## src/rtl/dram_seq_pkg.sv

```systemverilog
// Shared types for the DRAM access sequencer.
package dram_seq_pkg;
    typedef enum logic [2:0] {
        ST_IDLE = 3'd0,
        ST_TP   = 3'd1,
        ST_TR   = 3'd2,
        ST_TC1  = 3'd3,
        ST_TW   = 3'd4,
        ST_TC2  = 3'd5
    } seq_state_t;
endpackage

```

## src/rtl/dram_seq_fsm.sv

```systemverilog
// Access state sequencer: precharge, row, column 1, optional waits, column 2.
// Assumes start_i is only raised while idle; wait_n_i is already synchronous.
module dram_seq_fsm
    import dram_seq_pkg::*;
(
    input  logic       clk,
    input  logic       rst_n,
    input  logic       start_i,
    input  logic       wait_en_i,
    input  logic       wait_n_i,
    output seq_state_t state_o
);
    seq_state_t state_q, state_d;

    // Next-state selection for one access.
    always_comb begin
        state_d = state_q;
        case (state_q)
            ST_IDLE: if (start_i) state_d = ST_TP;
            ST_TP:   state_d = ST_TR;
            ST_TR:   state_d = ST_TC1;
            ST_TC1:  state_d = (wait_en_i && !wait_n_i) ? ST_TW : ST_TC2;
            ST_TW:   state_d = (!wait_n_i) ? ST_TW : ST_TC2;
            ST_TC2:  state_d = ST_IDLE;
            default: state_d = ST_IDLE;
        endcase
    end

    // State register with synchronous reset.
    always_ff @(posedge clk) begin
        if (!rst_n) state_q <= ST_IDLE;
        else        state_q <= state_d;
    end

    assign state_o = state_q;
endmodule

```

## src/rtl/dram_seq_req.sv

```systemverilog
// Request capture, area decode, row strobe and address multiplexing.
// Assumes areas FIRST_AREA..FIRST_AREA+NRAS-1 are the only ones that may be DRAM.
module dram_seq_req
    import dram_seq_pkg::*;
#(
    parameter int MA_W       = 13,
    parameter int DW         = 16,
    parameter int NRAS       = 4,
    parameter int FIRST_AREA = 2,
    parameter int AREA_W     = 3,
    localparam int ADDR_W    = 2 * MA_W
) (
    input  logic              clk,
    input  logic              rst_n,
    input  logic              load_i,
    input  seq_state_t        state_i,
    input  logic [AREA_W-1:0] area_i,
    input  logic [ADDR_W-1:0] addr_i,
    input  logic              size_i,
    input  logic              write_i,
    input  logic [DW-1:0]     wdata_i,
    input  logic [NRAS-1:0]   dram_en_i,
    input  logic [NRAS-1:0]   wide_i,
    input  logic [NRAS-1:0]   wait_en_i,
    input  logic              oe_en_i,
    output logic              area_ok_o,
    output logic              wide_o,
    output logic              wait_en_o,
    output logic              write_o,
    output logic              word_o,
    output logic              a0_o,
    output logic              oe_en_o,
    output logic [DW-1:0]     wdata_o,
    output logic [MA_W-1:0]   ma_o,
    output logic [NRAS-1:0]   ras_n_o
);
    logic [NRAS-1:0] hit;
    logic [NRAS-1:0] sel_q;
    logic [MA_W-1:0] row_q, col_q;
    logic            ras_phase;

    // One-hot area match against the DRAM-capable window.
    for (genvar g = 0; g < NRAS; g++) begin : g_hit
        assign hit[g] = (area_i == AREA_W'(FIRST_AREA + g)) && dram_en_i[g];
    end

    assign area_ok_o = |hit;

    // Latch everything the access needs at acceptance.
    always_ff @(posedge clk) begin
        if (!rst_n) begin
            sel_q     <= '0;
            row_q     <= '0;
            col_q     <= '0;
            wide_o    <= 1'b0;
            wait_en_o <= 1'b0;
            write_o   <= 1'b0;
            word_o    <= 1'b0;
            a0_o      <= 1'b0;
            oe_en_o   <= 1'b0;
            wdata_o   <= '0;
        end else if (load_i) begin
            sel_q     <= hit;
            row_q     <= addr_i[ADDR_W-1:MA_W];
            col_q     <= addr_i[MA_W-1:0];
            wide_o    <= |(wide_i & hit);
            wait_en_o <= |(wait_en_i & hit);
            write_o   <= write_i;
            word_o    <= size_i;
            a0_o      <= addr_i[0];
            oe_en_o   <= oe_en_i;
            wdata_o   <= wdata_i;
        end
    end

    assign ras_phase = (state_i == ST_TR) || (state_i == ST_TC1) ||
                       (state_i == ST_TW) || (state_i == ST_TC2);

    // Row strobe for the latched area only.
    for (genvar g = 0; g < NRAS; g++) begin : g_ras
        assign ras_n_o[g] = !(ras_phase && sel_q[g]);
    end

    // Row address up to the row state, column address from then on.
    always_comb begin
        if (state_i == ST_TP || state_i == ST_TR) ma_o = row_q;
        else                                      ma_o = col_q;
    end
endmodule

```

## src/rtl/dram_seq_strobe.sv

```systemverilog
// Column strobes as byte lanes, write enable, output enable and data drive.
// Assumes lane and direction fields are stable for the whole access.
module dram_seq_strobe
    import dram_seq_pkg::*;
(
    input  seq_state_t state_i,
    input  logic       wide_i,
    input  logic       word_i,
    input  logic       a0_i,
    input  logic       write_i,
    input  logic       oe_en_i,
    output logic       ucas_n_o,
    output logic       lcas_n_o,
    output logic       we_n_o,
    output logic       oe_n_o,
    output logic       dq_oe_o
);
    logic col_phase, row_on, up_lane, lo_lane;

    // Phase flags from the sequencer state.
    always_comb begin
        col_phase = (state_i == ST_TC1) || (state_i == ST_TW) || (state_i == ST_TC2);
        row_on    = col_phase || (state_i == ST_TR);
    end

    // Lane choice: 8-bit areas use the upper lane only.
    always_comb begin
        up_lane = !wide_i || word_i || !a0_i;
        lo_lane = wide_i && (word_i || a0_i);
    end

    // Active-low strobe outputs.
    always_comb begin
        ucas_n_o = !(col_phase && up_lane);
        lcas_n_o = !(col_phase && lo_lane);
        we_n_o   = !(row_on && write_i);
        oe_n_o   = !(col_phase && !write_i && oe_en_i);
        dq_oe_o  = row_on && write_i;
    end
endmodule

```

## src/rtl/dram_seq_rdcap.sv

```systemverilog
// Read data capture and completion pulse at the end of the last column state.
// Assumes dq_i is valid at the edge that ends the second column state.
module dram_seq_rdcap
    import dram_seq_pkg::*;
#(
    parameter int DW = 16
) (
    input  logic          clk,
    input  logic          rst_n,
    input  seq_state_t    state_i,
    input  logic          write_i,
    input  logic [DW-1:0] dq_i,
    output logic          done_o,
    output logic [DW-1:0] rdata_o
);
    // Completion pulse and read data register.
    always_ff @(posedge clk) begin
        if (!rst_n) begin
            done_o  <= 1'b0;
            rdata_o <= '0;
        end else begin
            done_o <= (state_i == ST_TC2);
            if (state_i == ST_TC2 && !write_i) rdata_o <= dq_i;
        end
    end
endmodule

```

## src/rtl/dram_seq.sv

```systemverilog
// Top of the four-state DRAM access sequencer.
// Assumes one request at a time; requests while busy are dropped.
module dram_seq
    import dram_seq_pkg::*;
#(
    parameter int MA_W       = 13,
    parameter int DW         = 16,
    parameter int NRAS       = 4,
    parameter int FIRST_AREA = 2,
    parameter int AREA_W     = 3,
    localparam int ADDR_W    = 2 * MA_W
) (
    input  logic              clk,
    input  logic              rst_n,
    input  logic              req_i,
    input  logic [AREA_W-1:0] area_i,
    input  logic [ADDR_W-1:0] addr_i,
    input  logic              size_i,
    input  logic              write_i,
    input  logic [DW-1:0]     wdata_i,
    input  logic [NRAS-1:0]   dram_en_i,
    input  logic [NRAS-1:0]   wide_i,
    input  logic [NRAS-1:0]   wait_en_i,
    input  logic              oe_en_i,
    input  logic              wait_n_i,
    input  logic [DW-1:0]     dq_i,
    output logic [MA_W-1:0]   ma_o,
    output logic [NRAS-1:0]   ras_n_o,
    output logic              ucas_n_o,
    output logic              lcas_n_o,
    output logic              we_n_o,
    output logic              oe_n_o,
    output logic [DW-1:0]     dq_o,
    output logic              dq_oe_o,
    output logic              done_o,
    output logic [DW-1:0]     rdata_o
);
    seq_state_t state_q;
    logic       area_ok, start;
    logic       wide_q, wait_en_q, write_q, word_q, a0_q, oe_en_q;

    assign start = req_i && area_ok && (state_q == ST_IDLE);

    dram_seq_fsm u_fsm (
        .clk       (clk),
        .rst_n     (rst_n),
        .start_i   (start),
        .wait_en_i (wait_en_q),
        .wait_n_i  (wait_n_i),
        .state_o   (state_q)
    );

    dram_seq_req #(
        .MA_W(MA_W), .DW(DW), .NRAS(NRAS), .FIRST_AREA(FIRST_AREA), .AREA_W(AREA_W)
    ) u_req (
        .clk       (clk),
        .rst_n     (rst_n),
        .load_i    (start),
        .state_i   (state_q),
        .area_i    (area_i),
        .addr_i    (addr_i),
        .size_i    (size_i),
        .write_i   (write_i),
        .wdata_i   (wdata_i),
        .dram_en_i (dram_en_i),
        .wide_i    (wide_i),
        .wait_en_i (wait_en_i),
        .oe_en_i   (oe_en_i),
        .area_ok_o (area_ok),
        .wide_o    (wide_q),
        .wait_en_o (wait_en_q),
        .write_o   (write_q),
        .word_o    (word_q),
        .a0_o      (a0_q),
        .oe_en_o   (oe_en_q),
        .wdata_o   (dq_o),
        .ma_o      (ma_o),
        .ras_n_o   (ras_n_o)
    );

    dram_seq_strobe u_strb (
        .state_i  (state_q),
        .wide_i   (wide_q),
        .word_i   (word_q),
        .a0_i     (a0_q),
        .write_i  (write_q),
        .oe_en_i  (oe_en_q),
        .ucas_n_o (ucas_n_o),
        .lcas_n_o (lcas_n_o),
        .we_n_o   (we_n_o),
        .oe_n_o   (oe_n_o),
        .dq_oe_o  (dq_oe_o)
    );

    dram_seq_rdcap #(.DW(DW)) u_rdcap (
        .clk     (clk),
        .rst_n   (rst_n),
        .state_i (state_q),
        .write_i (write_q),
        .dq_i    (dq_i),
        .done_o  (done_o),
        .rdata_o (rdata_o)
    );
endmodule

```

## config.mk

```make
export PLATFORM = sky130hd
export DESIGN_NAME = dram_seq
export DESIGN_NICKNAME = d
export VERILOG_FILES = /design/src/rtl/dram_seq_pkg.sv /design/src/rtl/dram_seq_fsm.sv /design/src/rtl/dram_seq_req.sv /design/src/rtl/dram_seq_strobe.sv /design/src/rtl/dram_seq_rdcap.sv /design/src/rtl/dram_seq.sv
export SDC_FILE = /design/constraint.sdc
export NUM_CORES = 1
export LEC_CHECK = 0
export ABC_AREA = 1
export ABC_CLOCK_PERIOD_IN_PS = 4200
export BUFFER_PORTS_ARGS = -buffer_cell sky130_fd_sc_hd__buf_4
export CAP_MARGIN = 20
export CORE_MARGIN = 5
export CORE_UTILIZATION = 51
export DETAILED_ROUTE_END_ITERATION = 12
export PLACE_DENSITY = 0.91
export SLEW_MARGIN = 20
export SYNTH_ARGS = -nofsm -noshare
export SYNTH_HDL_FRONTEND = slang
export SYNTH_SLANG_ARGS = --single-unit
```

## constraint.sdc

```tcl
create_clock -name clk -period 4.2 [get_ports clk]
set_clock_uncertainty 0.2 [all_clocks]
set_input_delay 0.42 -clock clk [delete_from_list [all_inputs] [get_ports clk]]
set_output_delay 0.42 -clock clk [all_outputs]
set_load 0.02 [all_outputs]
```

==> results of run 1 <==
-- worst max-delay path, delay by kind of cell, from the launching register on --
family / cells / cell delay, ns
flip-flops: 1 / 0.38
AO/OA/AOI/OAI: 1 / 0.49
AND/OR/NAND/NOR: 2 / 0.74
buffers and inverters: 2 / 0.30
-- report_power, final --
part	internal (mW)	switching [mW]	total (mW)	leakage [nW]
Clock	0.291	0.240	0.530	0.0936
Sequential	0.723	0.0248	0.748	0.577
Combinational	0.151	0.227	0.378	1.71
Total	1.17	0.491	1.66	2.38
-- metal layers --
metal / GRT usage (%) / part of all wire [%]
met4: 8.23 / 1.5
met2: 37.8 / 51
met1: 23.0 / 40
met3: 6.30 / 7.7
met5: 0 / 0
-- cells by family (layout without fill, tap and decap cells) --
kind of cell	after synthesis	after routing	synth area share, %
AO/OA/AOI/OAI	34	34	5.68
flip-flops	71	71	46.1
buffers and inverters	85	214	11.4
AND/OR/NAND/NOR	298	298	36.8
-- registers in the layout, summed over array words and instances (netlist names) --
register / cells
u_fsm.state_o: 3
u_req.row_q: 13
u_rdcap.done_o: 1
u_req.col_q: 13
u_req.oe_en_o: 1
u_req.write_o: 1
u_req.wait_en_o: 1
u_req.wdata_o: 16
u_req.sel_q: 4
u_rdcap.rdata_o: 16
u_req.wide_o: 1
u_req.word_o: 1
-- how the worst max path moves through the flow --
stage	start	to	slack, ns
floorplan	u_fsm.state_o[0]	ma_o[0]	2.18
global placement	area_i[1]	u_req.sel_q[2]	1.70
detailed placement	area_i[1]	u_req.wdata_o[7]	1.58
CTS	u_fsm.state_o[0]	ma_o[4]	1.30
global route	u_fsm.state_o[0]	ma_o[4]	1.06
finish	u_fsm.state_o[0]	ma_o[4]	1.33
-- area by class of cell --
cell class / instances / share of cell area, %
Clock buffer: 13 / 3.46
Clock inverter: 3 / 0.990
Inverter: 62 / 5.41
Multi-Input combinational cell: 332 / 30.7
Sequential cell: 71 / 33.1
Tap cell: 75 / 2.18
Timing Repair Buffer: 136 / 24.2
-- metrics by stage --
stage / std cells / total power, mW / utilization [%] / worst slack (ns) / instance area [sq um]
after CTS: 691 / 1.67 / 72.6 / 1.30 / 4270
after floorplan: 488 / 0.988 / - / 2.18 / 3090
after global routing: 692 / 1.76 / 73.0 / 1.06 / 4300
after global placement: 675 / 1.13 / 69.3 / 1.70 / 4080
after detailed placement: 675 / 1.14 / 69.3 / 1.58 / 4080
final: 692 / 1.66 / 73.0 / 1.33 / 4300
-- synthesized netlist by cell type (all sizes together) --
| master | n | area share [%] |
|---|---|---|
| o211ai | 1 | 0.24 |
| o21ai | 30 | 4.9 |
| nand4 | 2 | 0.41 |
| nor2 | 150 | 18 |
| o31ai | 1 | 0.24 |
| nand3 | 5 | 0.97 |
| buf | 10 | 2.3 |
| a21oi | 2 | 0.32 |
| dfxtp | 71 | 46 |
| nand2 | 140 | 17 |
| nor3 | 1 | 0.16 |
| inv | 62 | 7.5 |
| clkbuf | 13 | 1.6 |
==> impl_metrics.env, run 1 <==
export IMPL_cpPeakStageDelay_ns=0.66
export IMPL_r2r_start="u_fsm.state_o[0]"
export IMPL_cp_max_fo=27
export IMPL_antenna_found_initial=0
export IMPL_hold_start="wdata_i[3]"
export IMPL_io_buffers=134
export IMPL_syn_cell_area_sq_um=3090
export IMPL_final_nets=692
export IMPL_path_cells="inv_1 -> nand2_1 -> nand3_1 -> o21ai_0 -> buf_4"
export IMPL_clock_path_buffers=2
export IMPL_finalHoldViolCount=0
export IMPL_fin_crit_sh_pct=68.4
export IMPL_worstMarginPinSlew_ns=0.943
export IMPL_hp_class="input pin to flop"
export IMPL_yosys_warnings=0
export IMPL_gr_total_overflow=0
export IMPL_grt_max_degree=103
export IMPL_first_global_vias=3066
export IMPL_grt_pass1_wl_um=13000
export IMPL_peakVddDrop_mv=0.271
export IMPL_drive_above_1_share_pct=24.3
export IMPL_outcome="complete, no violations"
export IMPL_h_tree_depth=3
export IMPL_wl_per_cell_um=11.8
export IMPL_first_pass_iters=4
export IMPL_slew_violations=0
export IMPL_clkSinkCount=71
export IMPL_synth_seq_cells=71
export IMPL_routed_wl_um=8170
export IMPL_clkLatencyLatePin_ns=0.33
export IMPL_yosysSeqAreaShare_pct=46.1
export IMPL_powerDensity_nw_per_um2=385
export IMPL_multi_input_area_sq_um=1320
export IMPL_drv_cap=0
export IMPL_slowest_stage="nand3_1"
export IMPL_vias=3210
export IMPL_rsz0062_at_grt="false"
export IMPL_required_ns=3.58
export IMPL_r2r_cells=8
export IMPL_fillers=501
export IMPL_cts_tree="yes"
export IMPL_syn_inst=488
export IMPL_vias_per_cell=4.64
export IMPL_holdPathEnd="u_req.wdata_o[3]"
export IMPL_cp_arrival_ns=2.25
export IMPL_syn2layout_area_growth_pct=39.3
export IMPL_ant_nets=0
export IMPL_p_leak_nw=2.38
export IMPL_hold_buffers=0
export IMPL_hold_path_cell_count=3
export IMPL_cts_buffers=9
export IMPL_fp_dieW_um=87.8
export IMPL_syn_area_per_cell_sq_um=6.32
export IMPL_antenna_cells=0
export IMPL_yosys_cell_types_count=16
export IMPL_rrSetupSlack_ns=2.29
export IMPL_io_pin_count=135
export IMPL_setup_violations=0
export IMPL_ctsResizeCount=0
export IMPL_dp_hpwl_um=5840
export IMPL_drt_iter0_drc=168
export IMPL_post_cts_setup_buffers=0
export IMPL_ff_latch_area_sq_um=1420
export IMPL_final_common_cell="nor2_1"
export IMPL_layout_common_cells="nor2_1 (150), nand2_1 (140), buf_4 (135)"
export IMPL_path_class="flop to output port"
export IMPL_die_area_sq_um=7710
export IMPL_setup_tns_ns=0
export IMPL_relSlewSlack_pct=36.9
export IMPL_gp_congestion=1.01
export IMPL_syn_nets=568
export IMPL_route_detailed_drc=0
export IMPL_end_kind="output port"
export IMPL_initial_core_util_pct=52.4
export IMPL_grtUsageTotal_pct=21.0
export IMPL_core_sq_um=5890
export IMPL_clkSlewWorstSetupHoldPaths_ns=0.07
export IMPL_rows=28
export IMPL_period_minus_slack_ns=2.87
export IMPL_fin_hold_ws_ns=0.108
export IMPL_root_buffer="clkbuf_8"
export IMPL_max_freq_mhz=348
export IMPL_r2r_end="u_req.wdata_o[14]"
export IMPL_die_y_um=87.8
export IMPL_start_kind="flop"
(Power assumes the default switching activity.)
==> run 2: changes to the inputs <==
Settings changed: ABC_AREA 1 to 0, ABC_CLOCK_PERIOD_IN_PS 4200 to 2400, CORE_UTILIZATION 51 to 43, PLACE_DENSITY 0.91 to 0.82.
Clock period 4.2 ns to 2.4 ns, I/O delays scaled along.
==> impl_metrics.env, run 2 <==
export IMPL_clock_path_buffers=2
export IMPL_routed_wl_um=10500
export IMPL_dp_hpwl_um=6280
export IMPL_powerDensity_nw_per_um2=708
export IMPL_synth_top_area_share_pct=45.5
export IMPL_core_sq_um=7180
export IMPL_grtUsageTotal_pct=23.3
export IMPL_antenna_cells=0
export IMPL_syn_cell_area_sq_um=3130
export IMPL_cp_arrival_ns=2.25
export IMPL_syn2layout_area_growth_pct=58.8
export IMPL_clkSinkCount=71
export IMPL_postSynth_asyncResetShare_pct=0
export IMPL_io_pin_count=135
export IMPL_layout_common_cells="buf_4 (140), dfxtp_1 (69), dlygate4sd3_1 (63)"
export IMPL_period_minus_slack_ns=2.20
export IMPL_required_ns=2.45
export IMPL_die_y_um=95.3
export IMPL_h_tree_depth=3
export IMPL_cts_buffers=9
export IMPL_rsz0062_at_grt="false"
export IMPL_fin_hold_ws_ns=0.00829
export IMPL_yosysSeqAreaShare_pct=45.5
export IMPL_syn_nets=447
export IMPL_initial_core_util_pct=43.6
export IMPL_syn_area_per_cell_sq_um=8.52
export IMPL_fin_crit_sh_pct=91.6
export IMPL_yosysMostFrequentCell="dfxtp_1"
export IMPL_drive_above_1_share_pct=34.9
export IMPL_relSlewSlack_pct=37.9
export IMPL_die_area_sq_um=9070
export IMPL_wl_per_cell_um=16.1
export IMPL_route_detailed_drc=0
export IMPL_fillers=539
export IMPL_rrSetupSlack_ns=0.49
export IMPL_end_kind="flop"
export IMPL_drt_iter0_drc=218
export IMPL_p_comb_share_pct=35.1
export IMPL_start_kind="input pin"
export IMPL_worstMarginPinSlew_ns=0.931
export IMPL_clkLatencyLatePin_ns=0.34
export IMPL_rows=31
export IMPL_final_common_cell="buf_4"
export IMPL_clkSlewWorstSetupHoldPaths_ns=0.08
export IMPL_cts_tree="yes"
export IMPL_yosys_warnings=0
export IMPL_ys_flop_type="dfxtp_1"
export IMPL_ys_top_cells_by_area="dfxtp_1 (45%), a21oi_1 (8.8%), nand3_1 (7.8%)"
export IMPL_synthTopCellsByCount="dfxtp_1 (71), a21oi_1 (55), nand3_1 (49)"
export IMPL_final_nets=628
export IMPL_yosys_cell_types_count=42
export IMPL_p_sw_share_pct=36.8
export IMPL_io_buffers=134
export IMPL_synth_edff_count=0
export IMPL_cp_max_fo=49
export IMPL_reg_largest_list="u_rdcap.rdata_o x16, u_req.wdata_o x16"
export IMPL_path_class="input pin to flop"
export IMPL_setup_violations=0
export IMPL_hp_class="input pin to flop"
export IMPL_first_global_vias=3428
export IMPL_drv_cap=0
export IMPL_gp_congestion=0.750
export IMPL_setup_tns_ns=0
export IMPL_antenna_found_initial=0
export IMPL_power_frac_seq_pct=38.2
export IMPL_vias_per_cell=5.30
export IMPL_synth_seq_cells=71
export IMPL_grt_max_degree=50
export IMPL_grt_pass1_wl_um=16600
export IMPL_ant_nets=0
export IMPL_p_int_mw=2.22
export IMPL_first_pass_iters=5
export IMPL_finalHoldViolCount=0
export IMPL_p_clk_share_pct=26.7
export IMPL_vias=3455
export IMPL_root_buffer="clkbuf_8"
export IMPL_p_leak_nw=2.01
export IMPL_yosysTopAreaCell="dfxtp_1"
export IMPL_syn_inst=367
export IMPL_outcome="complete, no violations"
export IMPL_fp_dieW_um=95.3
export IMPL_peakVddDrop_mv=0.698
export IMPL_slew_violations=0
export IMPL_max_freq_mhz=455
export IMPL_gr_total_overflow=0
export IMPL_p_sw_mw=1.29
run 2: changes by cell type after synthesis, sizes merged, moves of 11 or more:
| cell | before | now |
|---|---|---|
| nand2 | 140 | 44 |
| o21ai | 30 | 53 |
| a21oi | 2 | 65 |
| nand3 | 5 | 49 |
| buf | 10 | 21 |
| nor2 | 150 | 3 |
| mux2 | 0 | 15 |
| inv | 62 | 4 |
run 2: kinds of logic (layout without fill, tap and decap cells):
family / count (synthesis) / in the layout / synth area share (%)
compound gates: 127 / 127 / 23.2
simple gates: 112 / 112 / 17.8
flops: 71 / 71 / 45.5
buf+inv: 38 / 224 / 6.69
mux: 17 / 17 / 6.29
xor+xnor: 2 / 2 / 0.561
run 2: metal layers:
layer  global-route usage, %  share of wire (%)  vias up  wire [um]
met3                    4.74                5.9       23        619
met1                    26.2                 38     1642       3970
met4                    10.7                2.7        0        284
met5                       0                  0        -          0
li1                        -                  -     1658          -
met2                    42.0                 54      132       5620
run 2: worst paths after layout:
kind / startpoint / cells past startpoint / to
worst min register to register: u_rdcap.rdata_o[7] / 2 / u_rdcap.rdata_o[7]
worst min-delay path: dram_en_i[0] / 3 / u_req.sel_q[0]
worst max-delay path: dram_en_i[1] / 6 / u_req.wide_o
worst max register to register: u_fsm.state_o[2] / 4 / u_rdcap.rdata_o[4]
run 2: what timing repair did:
| item | 4_1_cts | 5_1_grt |
|---|---|---|
| hold buffers | 63 | 0 |
| setup endpoints to repair | 0 | 13 |
| buffers inserted | 0 | 0 |
| endpoints found under the hold margin | 64 | 0 |
| resized for setup | 0 | 2 |
run 2: worst max-delay path: stages:
cell and delay (ns):
dlygate4sd3_1 0.53, buf_4 0.12, mux2_4 0.16, a22o_2 0.76
a21oi_1 0.17, a211oi_1 0.26
run 2: power by group through the flow:
| stage | logic, mW | clock network [mW] | registers, mW |
|---|---|---|---|
| final | 1.23 | 0.938 | 1.34 |
| after global routing | 1.34 | 1.01 | 1.35 |
| after detailed placement | 1.14 | 0 | 1.36 |
| after CTS | 1.23 | 0.964 | 1.33 |
| after global placement | 1.13 | 0 | 1.36 |
| after floorplan | 0.817 | 0 | 1.34 |
run 2: metrics by stage:
stage / std cells / setup slack, ns / util, % / instance area [sq um] / power [mW]
floorplan: 367 / 0.581 / - / 3130 / 2.15
global placement: 573 / 0.327 / 57.6 / 4130 / 2.48
detailed placement: 573 / 0.217 / 57.6 / 4130 / 2.50
CTS: 652 / 0.0651 / 69.1 / 4960 / 3.53
global route: 652 / 0.0583 / 69.2 / 4960 / 3.69
finish: 652 / 0.202 / 69.2 / 4960 / 3.51
run 2: cell type report:
class	instances	area (sq um)	share of cell area (%)
Clock inverter	7	71.3	1.44
Sequential cell	71	1420	28.7
Multi-Input combinational cell	258	1500	30.3
Inverter	4	15.0	0.303
Tap cell	99	124	2.50
Clock buffer	9	124	2.50
Timing Repair Buffer	204	1700	34.3
